### src/rtl/dma_arb_pkg.sv
package dma_arb_pkg;

  // Next index in a ring of n positions.
  function automatic int ring_next(input int idx, input int n);
    return (idx + 1 >= n) ? 0 : idx + 1;
  endfunction

  // First set bit of v, searching upward from start and wrapping within n.
  // Returns -1 when none of the n low bits is set.
  function automatic int ring_first(input logic [31:0] v, input int start, input int n);
    int c;
    for (int k = 0; k < 32; k++) begin
      if (k < n) begin
        c = (start + k) % n;
        if (v[c]) return c;
      end
    end
    return -1;
  endfunction

endpackage

### src/rtl/dma_req_sync.sv
module dma_req_sync #(
  parameter int NCH    = 4,
  parameter int STAGES = 2
) (
  input  logic           clk,
  input  logic           rst_n,
  input  logic [NCH-1:0] req_raw,
  input  logic           invert,
  output logic [NCH-1:0] req_act
);
  // Sense is applied ahead of the flops, so a reset value of zero means "no request"
  // under either sense.
  logic [NCH-1:0] stage_q [STAGES];

  always_ff @(posedge clk or negedge rst_n) begin
    if (!rst_n) stage_q[0] <= '0;
    else        stage_q[0] <= req_raw ^ {NCH{invert}};
  end

  for (genvar s = 1; s < STAGES; s++) begin : g_stage
    always_ff @(posedge clk or negedge rst_n) begin
      if (!rst_n) stage_q[s] <= '0;
      else        stage_q[s] <= stage_q[s-1];
    end
  end

  assign req_act = stage_q[STAGES-1];

endmodule

### src/rtl/dma_prio_pick.sv
module dma_prio_pick #(
  parameter int NCH = 4,
  parameter int IW  = 2
) (
  input  logic [NCH-1:0] req,
  input  logic           rotate,
  input  logic [IW-1:0]  ptr,
  output logic           any,
  output logic [IW-1:0]  win_idx
);
  import dma_arb_pkg::*;

  // Fixed scheme: a prefix chain blocks every channel above the first requester.
  logic [NCH:0]   blocked;
  logic [NCH-1:0] fix_oh;
  assign blocked[0] = 1'b0;
  for (genvar i = 0; i < NCH; i++) begin : g_fix
    assign fix_oh[i]    = req[i] & ~blocked[i];
    assign blocked[i+1] = blocked[i] | req[i];
  end

  logic [IW-1:0] fix_idx;
  logic [IW-1:0] rot_idx;
  int            rot_hit;

  always_comb begin
    fix_idx = '0;
    for (int i = 0; i < NCH; i++)
      if (fix_oh[i]) fix_idx = IW'(i);
  end

  always_comb begin
    rot_hit = ring_first(32'(req), int'(ptr), NCH);
    rot_idx = IW'(rot_hit);
  end

  assign any     = |req;
  assign win_idx = rotate ? rot_idx : fix_idx;

  always_comb begin
    p_fix_onehot_r11: assert ($onehot0(fix_oh));
    if (any) begin
      p_win_requested_r5: assert (req[win_idx]);
    end
  end

endmodule

### src/rtl/dma_grant_ctrl.sv
module dma_grant_ctrl #(
  parameter int NCH = 4,
  parameter int IW  = 2
) (
  input  logic           clk,
  input  logic           rst_n,
  input  logic           any,
  input  logic [IW-1:0]  win_idx,
  input  logic           hold,
  input  logic           served,
  input  logic           dis,
  output logic [NCH-1:0] grant,
  output logic [IW-1:0]  ptr
);
  import dma_arb_pkg::*;

  logic [NCH-1:0] grant_q;
  logic [IW-1:0]  owner_idx;
  logic [IW-1:0]  ptr_q;

  // Named internal events.
  logic owner_vld, ev_keep, ev_new, ev_rotate;
  assign owner_vld = |grant_q;
  assign ev_keep   = owner_vld & hold;
  assign ev_new    = ~ev_keep & ~dis & any;
  assign ev_rotate = served & owner_vld;

  always_ff @(posedge clk or negedge rst_n) begin
    if (!rst_n) begin
      grant_q   <= '0;
      owner_idx <= '0;
    end else if (ev_keep) begin
      grant_q   <= grant_q;
    end else if (ev_new) begin
      grant_q   <= NCH'(1) << win_idx;
      owner_idx <= win_idx;
    end else begin
      grant_q   <= '0;
    end
  end

  always_ff @(posedge clk or negedge rst_n) begin
    if (!rst_n)         ptr_q <= '0;
    else if (ev_rotate) ptr_q <= IW'(ring_next(int'(owner_idx), NCH));
  end

  assign grant = grant_q;
  assign ptr   = ptr_q;

  p_onehot_r11: assert property (@(posedge clk) disable iff (!rst_n)
    $onehot0(grant_q));

  p_hold_keeps_r8: assert property (@(posedge clk) disable iff (!rst_n)
    (owner_vld && hold) |=> $stable(grant_q));

  p_disable_blocks_r10: assert property (@(posedge clk) disable iff (!rst_n)
    (dis && !(owner_vld && hold)) |=> (grant_q == '0));

  p_rotate_ptr_r6: assert property (@(posedge clk) disable iff (!rst_n)
    (served && owner_vld) |=> (int'(ptr_q) == (int'($past(owner_idx)) + 1) % NCH));

  p_owner_tracks_r9: assert property (@(posedge clk) disable iff (!rst_n)
    owner_vld |-> grant_q[owner_idx]);

endmodule

### src/rtl/dma_req_arbiter.sv
module dma_req_arbiter #(
  parameter int NCH         = 4,
  parameter int SYNC_STAGES = 2
) (
  input  logic           clk,
  input  logic           rst_n,
  input  logic           cfg_rotate,
  input  logic           cfg_req_low,
  input  logic           cfg_ack_high,
  input  logic           cfg_disable,
  input  logic [NCH-1:0] req_in,
  input  logic           grant_hold,
  input  logic           served,
  output logic [NCH-1:0] ack_out
);
  localparam int IW = (NCH > 1) ? $clog2(NCH) : 1;

  logic [NCH-1:0] req_act;
  logic           req_any;
  logic [IW-1:0]  win_idx;
  logic [IW-1:0]  ptr;
  logic [NCH-1:0] grant;

  dma_req_sync #(.NCH(NCH), .STAGES(SYNC_STAGES)) u_sync (
    .clk     (clk),
    .rst_n   (rst_n),
    .req_raw (req_in),
    .invert  (cfg_req_low),
    .req_act (req_act)
  );

  dma_prio_pick #(.NCH(NCH), .IW(IW)) u_pick (
    .req     (req_act),
    .rotate  (cfg_rotate),
    .ptr     (ptr),
    .any     (req_any),
    .win_idx (win_idx)
  );

  dma_grant_ctrl #(.NCH(NCH), .IW(IW)) u_grant (
    .clk     (clk),
    .rst_n   (rst_n),
    .any     (req_any),
    .win_idx (win_idx),
    .hold    (grant_hold),
    .served  (served),
    .dis     (cfg_disable),
    .grant   (grant),
    .ptr     (ptr)
  );

  assign ack_out = grant ^ {NCH{~cfg_ack_high}};

  p_ack_sense_r4: assert property (@(posedge clk) disable iff (!rst_n)
    $countones(cfg_ack_high ? ack_out : ~ack_out) <= 1);

endmodule

### config.mk
export PLATFORM = sky130hd
export DESIGN_NAME = dma_req_arbiter
export DESIGN_NICKNAME = d
export VERILOG_FILES = /design/src/rtl/dma_arb_pkg.sv /design/src/rtl/dma_req_sync.sv /design/src/rtl/dma_prio_pick.sv /design/src/rtl/dma_grant_ctrl.sv /design/src/rtl/dma_req_arbiter.sv
export SDC_FILE = /design/constraint.sdc
export NUM_CORES = 1
export LEC_CHECK = 0
export BUFFER_PORTS_ARGS = -buffer_cell sky130_fd_sc_hd__buf_2
export CORE_MARGIN = 4
export CORE_UTILIZATION = 46
export CTS_CLUSTER_DIAMETER = 100
export DETAILED_ROUTE_END_ITERATION = 10
export HOLD_SLACK_MARGIN = 0.06
export PLACE_DENSITY = 0.71
export RECOVER_POWER = 25
export SKIP_CTS_REPAIR_TIMING = 1
export SLEW_MARGIN = 30
export SYNTH_ARGS = -nofsm -noshare
export SYNTH_HDL_FRONTEND = slang
export SYNTH_SLANG_ARGS = --single-unit
export TNS_END_PERCENT = 20
### constraint.sdc
create_clock -name clk -period 1.7 [get_ports clk]
set_input_delay 0.255 -clock clk [delete_from_list [all_inputs] [get_ports clk]]
set_output_delay 0.255 -clock clk [all_outputs]
set_load 0.02 [all_outputs]
==> metrics.md <==
| Metric | Value |
|---|---|
| Period utilization | 107% |
| Gp weighted congestion | 0.759 |
| TritonCTS clock tree | yes |
| CP max FO | 3 |
| Total Wirelength | 1810 um |
| Hold_ws | 0.136 ns |
| Vias in the first global route | around 640 |
| EDFF count, synth | 0 |
| Area of the multi-input gates | 405 um^2 |
| Final Hold Vio Count | 0 |
| CP max stage cell | or4_4 |
| Worst slew margin | 66.6% |
| Num rows | 14 |
| Most common cell in the netlist | dfrtp_1 |
| DR iter-0 viols | 14 |
| Fmax | between 500 and 600 MHz |
| Die Y | a little under 50 um |
| Hold crit path type | input pin to register |
| Fillers | 124 |
| LEAKAGE | 0.482 nW |
| CORE AREA | 1560 um^2 |
| CP endpoint kind | register |
| GRT Residual Overflow | 0 |
| Syn Std Cell Area | ~790 um^2 |
| Worst slew pin tran | 0.495 ns |
| FF/Latch Area | 400 um^2 |
| Number of port buffers | 15 |
| Tmin final | 1.81 ns |
| Clock sinks | 16 |
| Post-place setup slack | -0.0893 ns |
| Critical path class | register to register |
| Cells after Synth | ~70 |
| Reg2reg end | u_grant.grant[3]$_DFFE_PN0N_ |
| Commonest cells post-synth | 16 x dfrtp_1, 8 x nand2_1, 4 x o31ai_1, 4 x xnor2_1, 4 x xor2_1 |
| Die X | 49.5 um |
| Crit-path cells | or4_4 -> a221o_1 -> a21o_1 -> o31ai_2 |
| Synth cell types | 32 |
| Yosys warns | 0 |
| WP buf/inv | 0 |
| Post-route antenna net violation count | 0 |
| Main synth FF type | dfrtp_1 |
| Initial antenna violation count | 0 |
| Critical Path RT | 1.90 ns |
| CP max stage delay | 0.57 ns |
| Hold Startpoint | req_in[3] |
| Critical path's top delay family | compound AO/OA/AOI/OAI gates |
| Largest net degree at the start of global routing | 17 |
| Synth area leaders | dfrtp_1 51%, xnor2_1 4.4%, xor2_1 4.4%, nand2_1 3.8%, o31ai_1 3.8% |
| Layout cells sized above 1 | 36.7% |
| Yosys reg bits | 16 |
| Setup WS post-layout | -0.111 ns |
| Vias | 660 |
| GRT Util Overall | 15.4% |
| DRC | 0 |
| Sequential fraction of the synthesis area | approximately half |
| Max Slew Vio Count | 0 |
| Clk_skew | 0.00228 ns |
| Unrepaired setup endpoints after global routing | yes |
| Vias per cell | 5.79 |
| First-pass GRT wire length | between 2000 and 3000 um |
| Hold path depth | 2 |
| Syn Nets | 82 |
| Die ar. | 2450 um^2 |
| TritonRoute pass-1 iters | 4 |
| Htree depth | 1 |
| I/O Pins | 16 |
| Pwr per Cell Area | about 1300 nW/um^2 |
| CTS Root Cell | clkbuf_4 |
| Worst skew pair latency | ~0.28 ns |
| Failing checks | negative setup slack |
| Num CTS Buffers | 3 |
| Hpwl dp | roughly 1300 um |
| Worst Hold Endpoint | u_sync.stage_q[7]$_DFF_PN0_ |
| Leading area contributor after synthesis | dfrtp_1 |
| P&R area growth vs syn | 30.1% |
| Wirelength per Cell | between 15 and 20 um |
| Starting Density | around half |
| Clock buffer depth | 2 |
| Final setup violation count | 5 |
| Crit path launch type | register |
| Clk slew on worst S/H paths | 0.09 ns |
| Worst setup path startpoint | u_grant.grant[0]$_DFFE_PN0N_ |
| NumNets Final | 112 |
| Syn_area_per_cell | 11.5 um^2 |
| Status | complete, but fails checks |
| Reg-to-Reg Start | u_grant.grant[0]$_DFFE_PN0N_ |
| Maximum vdd ir drop | between 0.8 and 0.9 mV |
| N_diodes | 0 |
| R2r worst-path depth | 4 |
| Top cell type's share of synthesized area | 50.6% |
| Ys async rst share | between 90% and 100% |
| R2R setup slack | -0.11 ns |
| Maxcap violations | 0 |
| Worst EP arrival | approximately 2 ns |
placed cells by master (no fill, tap or decap), types with 2 or more instances in the layout:
master and n:
and3b_1 2, buf_2 14, buf_4 10, clkbuf_4 3, dfrtp_1 16, inv_1 2
nand2_1 8, nor2_1 2, nor2b_1 2, o31ai_1 2, o31ai_2 4, xnor2_1 4
xor2_1 4
report_power, final:
part	total, W	leakage, nW	switching (W)	internal (W)
clock	0.000248	0.0210	0.000118	0.000130
combinational	0.000565	0.266	0.000282	0.000284
sequential	0.000556	0.195	0.0000842	0.000472
total	0.00137	0.482	0.000484	0.000886
cells by family after synthesis:
logic type | after synthesis | synth area share, %
buffers and inverters | 3 | 1.42
AND/OR/NAND/NOR | 21 | 15.3
flip-flops | 16 | 50.6
adder cells (fa/ha/maj) | 1 | 1.58
XOR/XNOR | 8 | 8.86
multiplexers | 1 | 1.42
AO/OA/AOI/OAI | 19 | 20.7
how the worst max path moves through the flow:
| stage | end | slack [ns] | cells past startpoint |
|---|---|---|---|
| 2_1_floorplan | u_grant.grant[3]$_DFFE_PN0N_ | -0.004 | 4 |
| 3_3_place_gp | u_grant.grant[3]$_DFFE_PN0N_ | -0.02 | 4 |
| 3_5_place_dp | u_grant.grant[1]$_DFFE_PN0N_ | -0.09 | 4 |
| 4_1_cts | u_grant.grant[1]$_DFFE_PN0N_ | -0.13 | 4 |
| 5_1_grt | u_grant.grant[3]$_DFFE_PN0N_ | -0.15 | 4 |
| 6_report | u_grant.grant[3]$_DFFE_PN0N_ | -0.11 | 4 |
routing by layer:
metal	track usage (%)	vias up	share of wire, %
li1	-	317	-
met1	19.0	322	44
met2	25.2	19	50
met3	3.61	2	5.2
met4	7.37	0	0.72
met5	0	-	0
per-stage QoR:
stage / util (%) / power, W / cells / cell area (um^2) / TNS, ns
floorplan: - / 0.000871 / 69 / 791 / -0.00736
global placement: 61.4 / 0.00107 / 109 / 957 / -0.0348
detailed placement: 61.4 / 0.00109 / 109 / 957 / -0.212
CTS: 63.7 / 0.00134 / 113 / 993 / -0.390
global route: 66.0 / 0.00145 / 114 / 1030 / -0.575
finish: 66.0 / 0.00137 / 114 / 1030 / -0.300
flip-flops by register name, summed over array words and instances (netlist names):
| name | count |
|---|---|
| u_grant.grant | 4 |
| u_grant.owner_idx | 2 |
| u_grant.ptr | 2 |
| u_sync.req_act | 4 |
| u_sync.stage_q | 4 |
area by class of cell:
type / count / share of cell area, %
multi-input combinational: 50 / 39.4
inverter: 2 / 0.730
timing repair buffer: 26 / 15.5
clock buffer: 4 / 3.53
tap: 16 / 1.95
sequential: 16 / 38.9
Power figures use the tool's default switching activity.
